--- src/rtl/pso_pkg.sv ---
package pso_pkg;
  // strobes from control to datapath, one cycle each
  typedef struct packed {
    logic push;   // store wrData at the write pointer
    logic load;   // move the oldest word into the shifter
    logic shift;  // emit the next bit of the word in the shifter
  } pso_strobe_t;
endpackage

--- src/rtl/pso_ctl.sv ---
module pso_ctl
  import pso_pkg::*;
#(
  parameter int DEPTH  = 256,
  parameter int WORD_W = 16
) (
  input  logic        clk,
  input  logic        rst_n,
  input  logic        wrStrobe,
  input  logic        shiftEn,
  output pso_strobe_t strobe,
  output logic        emptyN,
  output logic        fullN,
  output logic        halfN,
  output logic        edgeN
);
  localparam int CW = $clog2(DEPTH + 1);
  localparam int BW = $clog2(WORD_W);
  localparam logic [CW-1:0] FULL_C = CW'(DEPTH);
  localparam logic [CW-1:0] HALF_C = CW'(DEPTH / 2);
  localparam logic [CW-1:0] LOW_C  = CW'(DEPTH / 8);
  localparam logic [CW-1:0] HIGH_C = CW'((DEPTH * 7) / 8);
  localparam logic [BW-1:0] LAST_C = BW'(WORD_W - 1);

  logic [CW-1:0] wordCount;
  logic [BW-1:0] bitsLeft;

  always_comb begin
    strobe.push  = wrStrobe && (wordCount != FULL_C);
    strobe.load  = shiftEn && (bitsLeft == '0) && (wordCount != '0);
    strobe.shift = shiftEn && (bitsLeft != '0);
  end

  always_ff @(posedge clk) begin
    if (!rst_n) begin
      wordCount <= '0;
      bitsLeft  <= '0;
    end else begin
      if (strobe.push && !strobe.load)
        wordCount <= wordCount + CW'(1);
      else if (strobe.load && !strobe.push)
        wordCount <= wordCount - CW'(1);
      if (strobe.load)
        bitsLeft <= LAST_C;
      else if (strobe.shift)
        bitsLeft <= bitsLeft - BW'(1);
    end
  end

  always_comb begin
    emptyN = (wordCount != '0);
    fullN  = (wordCount != FULL_C);
    halfN  = (wordCount <= HALF_C);
    edgeN  = (wordCount >= LOW_C) && (wordCount <= HIGH_C);
  end
endmodule

--- src/rtl/pso_dp.sv ---
module pso_dp
  import pso_pkg::*;
#(
  parameter int DEPTH  = 256,
  parameter int WORD_W = 16
) (
  input  logic              clk,
  input  logic              rst_n,
  input  pso_strobe_t       strobe,
  input  logic [WORD_W-1:0] wrData,
  input  logic              msbFirst,
  output logic              serOut
);
  localparam int AW = $clog2(DEPTH);

  logic [WORD_W-1:0] store [DEPTH];
  logic [AW-1:0]     wrPtr;
  logic [AW-1:0]     rdPtr;
  logic [WORD_W-1:0] shreg;
  logic              highFirst;
  logic              serReg;
  logic [WORD_W-1:0] headWord;

  assign headWord = store[rdPtr];
  assign serOut   = serReg;

  always_ff @(posedge clk) begin
    if (strobe.push)
      store[wrPtr] <= wrData;
  end

  always_ff @(posedge clk) begin
    if (!rst_n) begin
      wrPtr     <= '0;
      rdPtr     <= '0;
      shreg     <= '0;
      highFirst <= 1'b0;
      serReg    <= 1'b0;
    end else begin
      if (strobe.push)
        wrPtr <= wrPtr + AW'(1);
      if (strobe.load) begin
        rdPtr     <= rdPtr + AW'(1);
        highFirst <= msbFirst;
        if (msbFirst) begin
          serReg <= headWord[WORD_W-1];
          shreg  <= headWord << 1;
        end else begin
          serReg <= headWord[0];
          shreg  <= headWord >> 1;
        end
      end else if (strobe.shift) begin
        if (highFirst) begin
          serReg <= shreg[WORD_W-1];
          shreg  <= shreg << 1;
        end else begin
          serReg <= shreg[0];
          shreg  <= shreg >> 1;
        end
      end
    end
  end
endmodule

--- src/rtl/pso_fifo.sv ---
module pso_fifo #(
  parameter int DEPTH  = 256,
  parameter int WORD_W = 16
) (
  input  logic              clk,
  input  logic              rst_n,
  input  logic              wrStrobe,
  input  logic [WORD_W-1:0] wrData,
  input  logic              shiftEn,
  input  logic              msbFirst,
  output logic              serOut,
  output logic              emptyN,
  output logic              fullN,
  output logic              halfN,
  output logic              edgeN
);
  pso_pkg::pso_strobe_t strobe;

  pso_ctl #(.DEPTH(DEPTH), .WORD_W(WORD_W)) u_ctl (
    .clk      (clk),
    .rst_n    (rst_n),
    .wrStrobe (wrStrobe),
    .shiftEn  (shiftEn),
    .strobe   (strobe),
    .emptyN   (emptyN),
    .fullN    (fullN),
    .halfN    (halfN),
    .edgeN    (edgeN)
  );

  pso_dp #(.DEPTH(DEPTH), .WORD_W(WORD_W)) u_dp (
    .clk      (clk),
    .rst_n    (rst_n),
    .strobe   (strobe),
    .wrData   (wrData),
    .msbFirst (msbFirst),
    .serOut   (serOut)
  );
endmodule

--- config.mk ---
export PLATFORM = sky130hd
export DESIGN_NAME = pso_fifo
export DESIGN_NICKNAME = d
export VERILOG_FILES = /design/src/rtl/pso_pkg.sv /design/src/rtl/pso_ctl.sv /design/src/rtl/pso_dp.sv /design/src/rtl/pso_fifo.sv
export SDC_FILE = /design/constraint.sdc
export NUM_CORES = 2
export LEC_CHECK = 0
export BUFFER_PORTS_ARGS = -buffer_cell sky130_fd_sc_hd__buf_2
export CAP_MARGIN = 20
export CORE_MARGIN = 1.5
export CORE_UTILIZATION = 66
export CTS_BUF_LIST = sky130_fd_sc_hd__clkbuf_8
export DETAILED_ROUTE_END_ITERATION = 16
export MAX_ROUTING_LAYER = met4
export PLACE_DENSITY = 0.82
export SLEW_MARGIN = 20
export SYNTH_ARGS = -nofsm -noshare
export SYNTH_HDL_FRONTEND = slang
export SYNTH_SLANG_ARGS = --single-unit
--- constraint.sdc ---
create_clock -name clk -period 5 [get_ports clk]
set_input_delay 1.5 -clock clk [delete_from_list [all_inputs] [get_ports clk]]
set_output_delay 1.5 -clock clk [all_outputs]
set_load 0.02 [all_outputs]
==> run_results.csv <==
group,metric,value,unit
synth,yosysTopAreaCell,"edfxtp_1",
critical_path,cp_max_fo,24,
final_layout,layout-drive-gt1-share,26.96,%
global_route,grt_pass1_vias,85330,
floorplanning,initial_core_util,66.32,%
final_layout,fillers,12290,
place,preCtsSetupSlack,412.8,ps
routing,routed-via-count,85410,
critical_path,worst_path_max_delay_cell,"dfxtp_4",
timing,setup_tns,0,ps
synth,syn-cell-area,0.1612,sq mm
critical_path,cpLargestDelayFamily,"compound AO/OA/AOI/OAI gates",
critical_path,r2r_cells,10,
power_and_ir_drop,power.internal,57.38,mW
final_layout,fin_nets,8285,
job,cap_violations,0,
synth,ys_types,83,
floorplanning,ioPinCount,26,
synth,synth.most_common_cell,"edfxtp_1",
clock_network,cts_sinks,4151,
critical_path,r2r_end,"u_dp.serOut",
synth,synthArstFlopShare,0,%
synth,synth.area.top_cells,"edfxtp_1, mux4_2, mux2i_1",
final_layout,syn2layout_area_growth,10.92,%
timing,relSlewSlack,10.93,%
place,numPortBuffers,25,
worst_hold_path,hp-start,"u_dp.rdPtr[1]",
place,hpwl,248.3,mm
synth,synth_top_area_share,76.32,%
synth,synth_area_per_cell,21.70,sq um
critical_path,path_depth,10,
critical_path,worstSetupStartpointType,"flop",
outcome,status,"complete, no violations",
worst_hold_path,min_path_type,"flop to flop",
power_and_ir_drop,p_leak,55.97,nW
synth,ys_dominant_reg_cell,"edfxtp_1",
clock_network,insertion_delay,1120,ps
routing,wl_per_cell,35.18,microns
power_and_ir_drop,p_comb_share,17.8,%
timing,setup_slack,253.2,ps
power_and_ir_drop,switching_share,26.19,%
critical_path,cp-end-kind,"flop",
clock_network,clk_pin_slew,70,ps
place,gp_congestion,0.9382,
routing,dr.pass1.iters,8,
routing,totalWireLength,419.2,mm
routing,ant_nets,0,
timing,fin_crit_sh,94.94,%
clock_network,postCtsSetupBuffers,0,
timing,max_clock_freq,210.7,MHz
routing,drtIter0Drc,14190,
final_layout,utilization,73.56,%
timing,skew,62.01,ps
global_route,grt_pass1_wl,595.4,mm
critical_path,path_buf_inv,2,
clock_network,hold_buffers,0,
critical_path,crit_path_cell_trace,"buf_4 > buf_4 > mux4_2 > mux2i_1 > nor2_1 > a21oi_1 > o32ai_1 > o41ai_1 > nor3_1 > o221a_1",
routing,drc,0,
timing,rsz0062_at_grt,"no",
timing,tightest_slew,1336,ps
synth,synth_common_cells,"edfxtp_1, mux4_2, mux2i_1",
timing,period_needed,4747,ps
power_and_ir_drop,power_frac_clock,32.5,%
critical_path,cp_common_cell,"buf_4",
critical_path,crit_required,6000,ps
clock_network,cts_root_buffer,"clkbuf_8",
timing,report.final.hold_viol_count,0,
synth,ys_warn_count,0,
clock_network,cts_tree,"yes",
timing,slew_viol_final,0,
global_route,grt_max_degree,151,
critical_path,rrSetupSlack,250,ps
clock_network,cts-resized-gates,0,
floorplanning,dieArea,0.2472,sq mm
floorplanning,die_h,497.2,microns
clock_network,htree_levels,6,
floorplanning,core,0.2430,sq mm
power_and_ir_drop,power,77.74,mW
routing,viasPerCell,7.167,
synth,syn_nets,7465,
clock_network,cts_buffers,636,
timing,setup_violations,0,
synth,synthCells,7427,
global_route,grt_usage,35.00,%
clock_network,clock_path_buffers,4,
critical_path,worstSetupEndpoint,"u_dp.serOut",
critical_path,worstPathArrival,5750,ps
timing,whs,506.4,ps
global_route,grt-ovfl-total,0,
power_and_ir_drop,p_per_area,434.9,mW/mm^2
synth,yosysSeqAreaShare,77.00,%
critical_path,max_stage_delay,950,ps
floorplanning,die_w,497.2,microns
power_and_ir_drop,ir_worst_vdd,0.0003184,V
floorplanning,num_rows,181,
critical_path,criticalPathCategory,"flop to flop",
power_and_ir_drop,p_sw,20.36,mW
synth,synth_edf_count,4096,
power_and_ir_drop,seqPwrFrac,49.7,%
global_route,antenna_found_initial,22,
synth,synth_seq_cells,4151,
[layer usage]
metal	routed length [microns]	track usage, %	up-vias
met5	0	-	-
met4	23950	17.37	0
met3	57550	9.214	1348
met2	198800	52.50	7486
met1	138900	45.03	43470
li1	-	-	33110
[flip-flops by register name (all words and copies together), names as in the netlist, named ones only]
register         flops
u_dp.rdPtr           8
u_dp.shreg          16
u_ctl.wordCount      9
u_dp.wrPtr           8
u_ctl.bitsLeft       4
u_dp.store        4096
u_dp.highFirst       1
u_dp.serOut          1
[how the worst min path moves through the flow]
stage                    endpoint  slack, ps  depth (start not counted)
2_1_floorplan  u_ctl.wordCount[4]        450                          2
3_3_place_gp                 flop        470                          2
3_5_place_dp   u_ctl.wordCount[4]        490                          2
4_1_cts        u_ctl.wordCount[4]        500                          2
5_1_grt                      flop        510                          2
6_report                     flop        510                          2
[cell usage in the layout (no fill, tap or decap), drive strengths merged, types with 7 or more instances in the layout]
| cell | n |
|---|---|
| mux4 | 907 |
| o22ai | 115 |
| nor3 | 101 |
| a22o | 34 |
| nand2 | 153 |
| a221oi | 33 |
| clkinv | 180 |
| o21ai | 24 |
| a311oi | 8 |
| a221o | 14 |
| a2111o | 7 |
| buf | 616 |
| clkbuf | 658 |
| dfxtp | 55 |
| a211oi | 45 |
| xor2 | 13 |
| ha | 16 |
| o31ai | 21 |
| nor4 | 33 |
| mux2 | 12 |
| mux2i | 452 |
| o211ai | 9 |
| nor2b | 25 |
| diode | 20 |
| nand3 | 25 |
| a21oi | 138 |
| edfxtp | 4096 |
| nand2b | 8 |
| xnor2 | 9 |
| bufinv | 8 |
| a22oi | 17 |
| inv | 254 |
| o221ai | 174 |
| or3 | 9 |
| nor2 | 328 |
| clkinvlp | 13 |
| and2 | 14 |
[stage by stage]
step | instances | cell area [sq um]
3_5_place_dp | 10810 | 167600
3_3_place_gp | 10810 | 167600
6_report | 11920 | 178800
4_1_cts | 11900 | 178700
5_1_grt | 11910 | 178700
2_1_floorplan | 7427 | 161200
[worst min-delay path: cells and delay by family, from the launching register on]
kind	cells	cell delay (ps)
DFF	1	330
AOI/OAI and AO/OA	1	80
and+or+nand+nor	1	60
[area by class of cell]
type                       count  area [sq um]  share of cell area (%)
tap                         3202          4006                   2.241
timing repair buffer         625          5517                   3.086
multi-input combinational   2815         33900                   18.97
inverter                      18         77.57                 0.04340
clock inverter               437          2156                   1.206
antenna                       20         50.05                 0.02800
clock buffer                 649          8932                   4.997
sequential                  4151        124100                   69.43
[cell families after synthesis]
kind of cell               Yosys count  share of synthesized area [%]
muxes                             1371                          15.60
buffers and inverters              461                          2.036
xor gates and xnor gates            22                         0.1196
and+or+nand+nor                    722                          1.988
DFF                               4151                          77.00
adders and majority gates           17                         0.1366
AOI/OAI and AO/OA                  683                          3.120
[power groups by stage]
| stage | Combinational [mW] | Sequential [mW] | Clock [mW] |
|---|---|---|---|
| floorplan | 10.7 | 39.2 | 0 |
| global placement | 13.3 | 39.4 | 0 |
| finish | 13.8 | 38.7 | 25.3 |
| global route | 14.5 | 38.7 | 26.9 |
| detailed placement | 13.7 | 39.4 | 0 |
| CTS | 13.8 | 38.6 | 25.4 |
No activity file was read; power rests on OpenSTA's default activity.
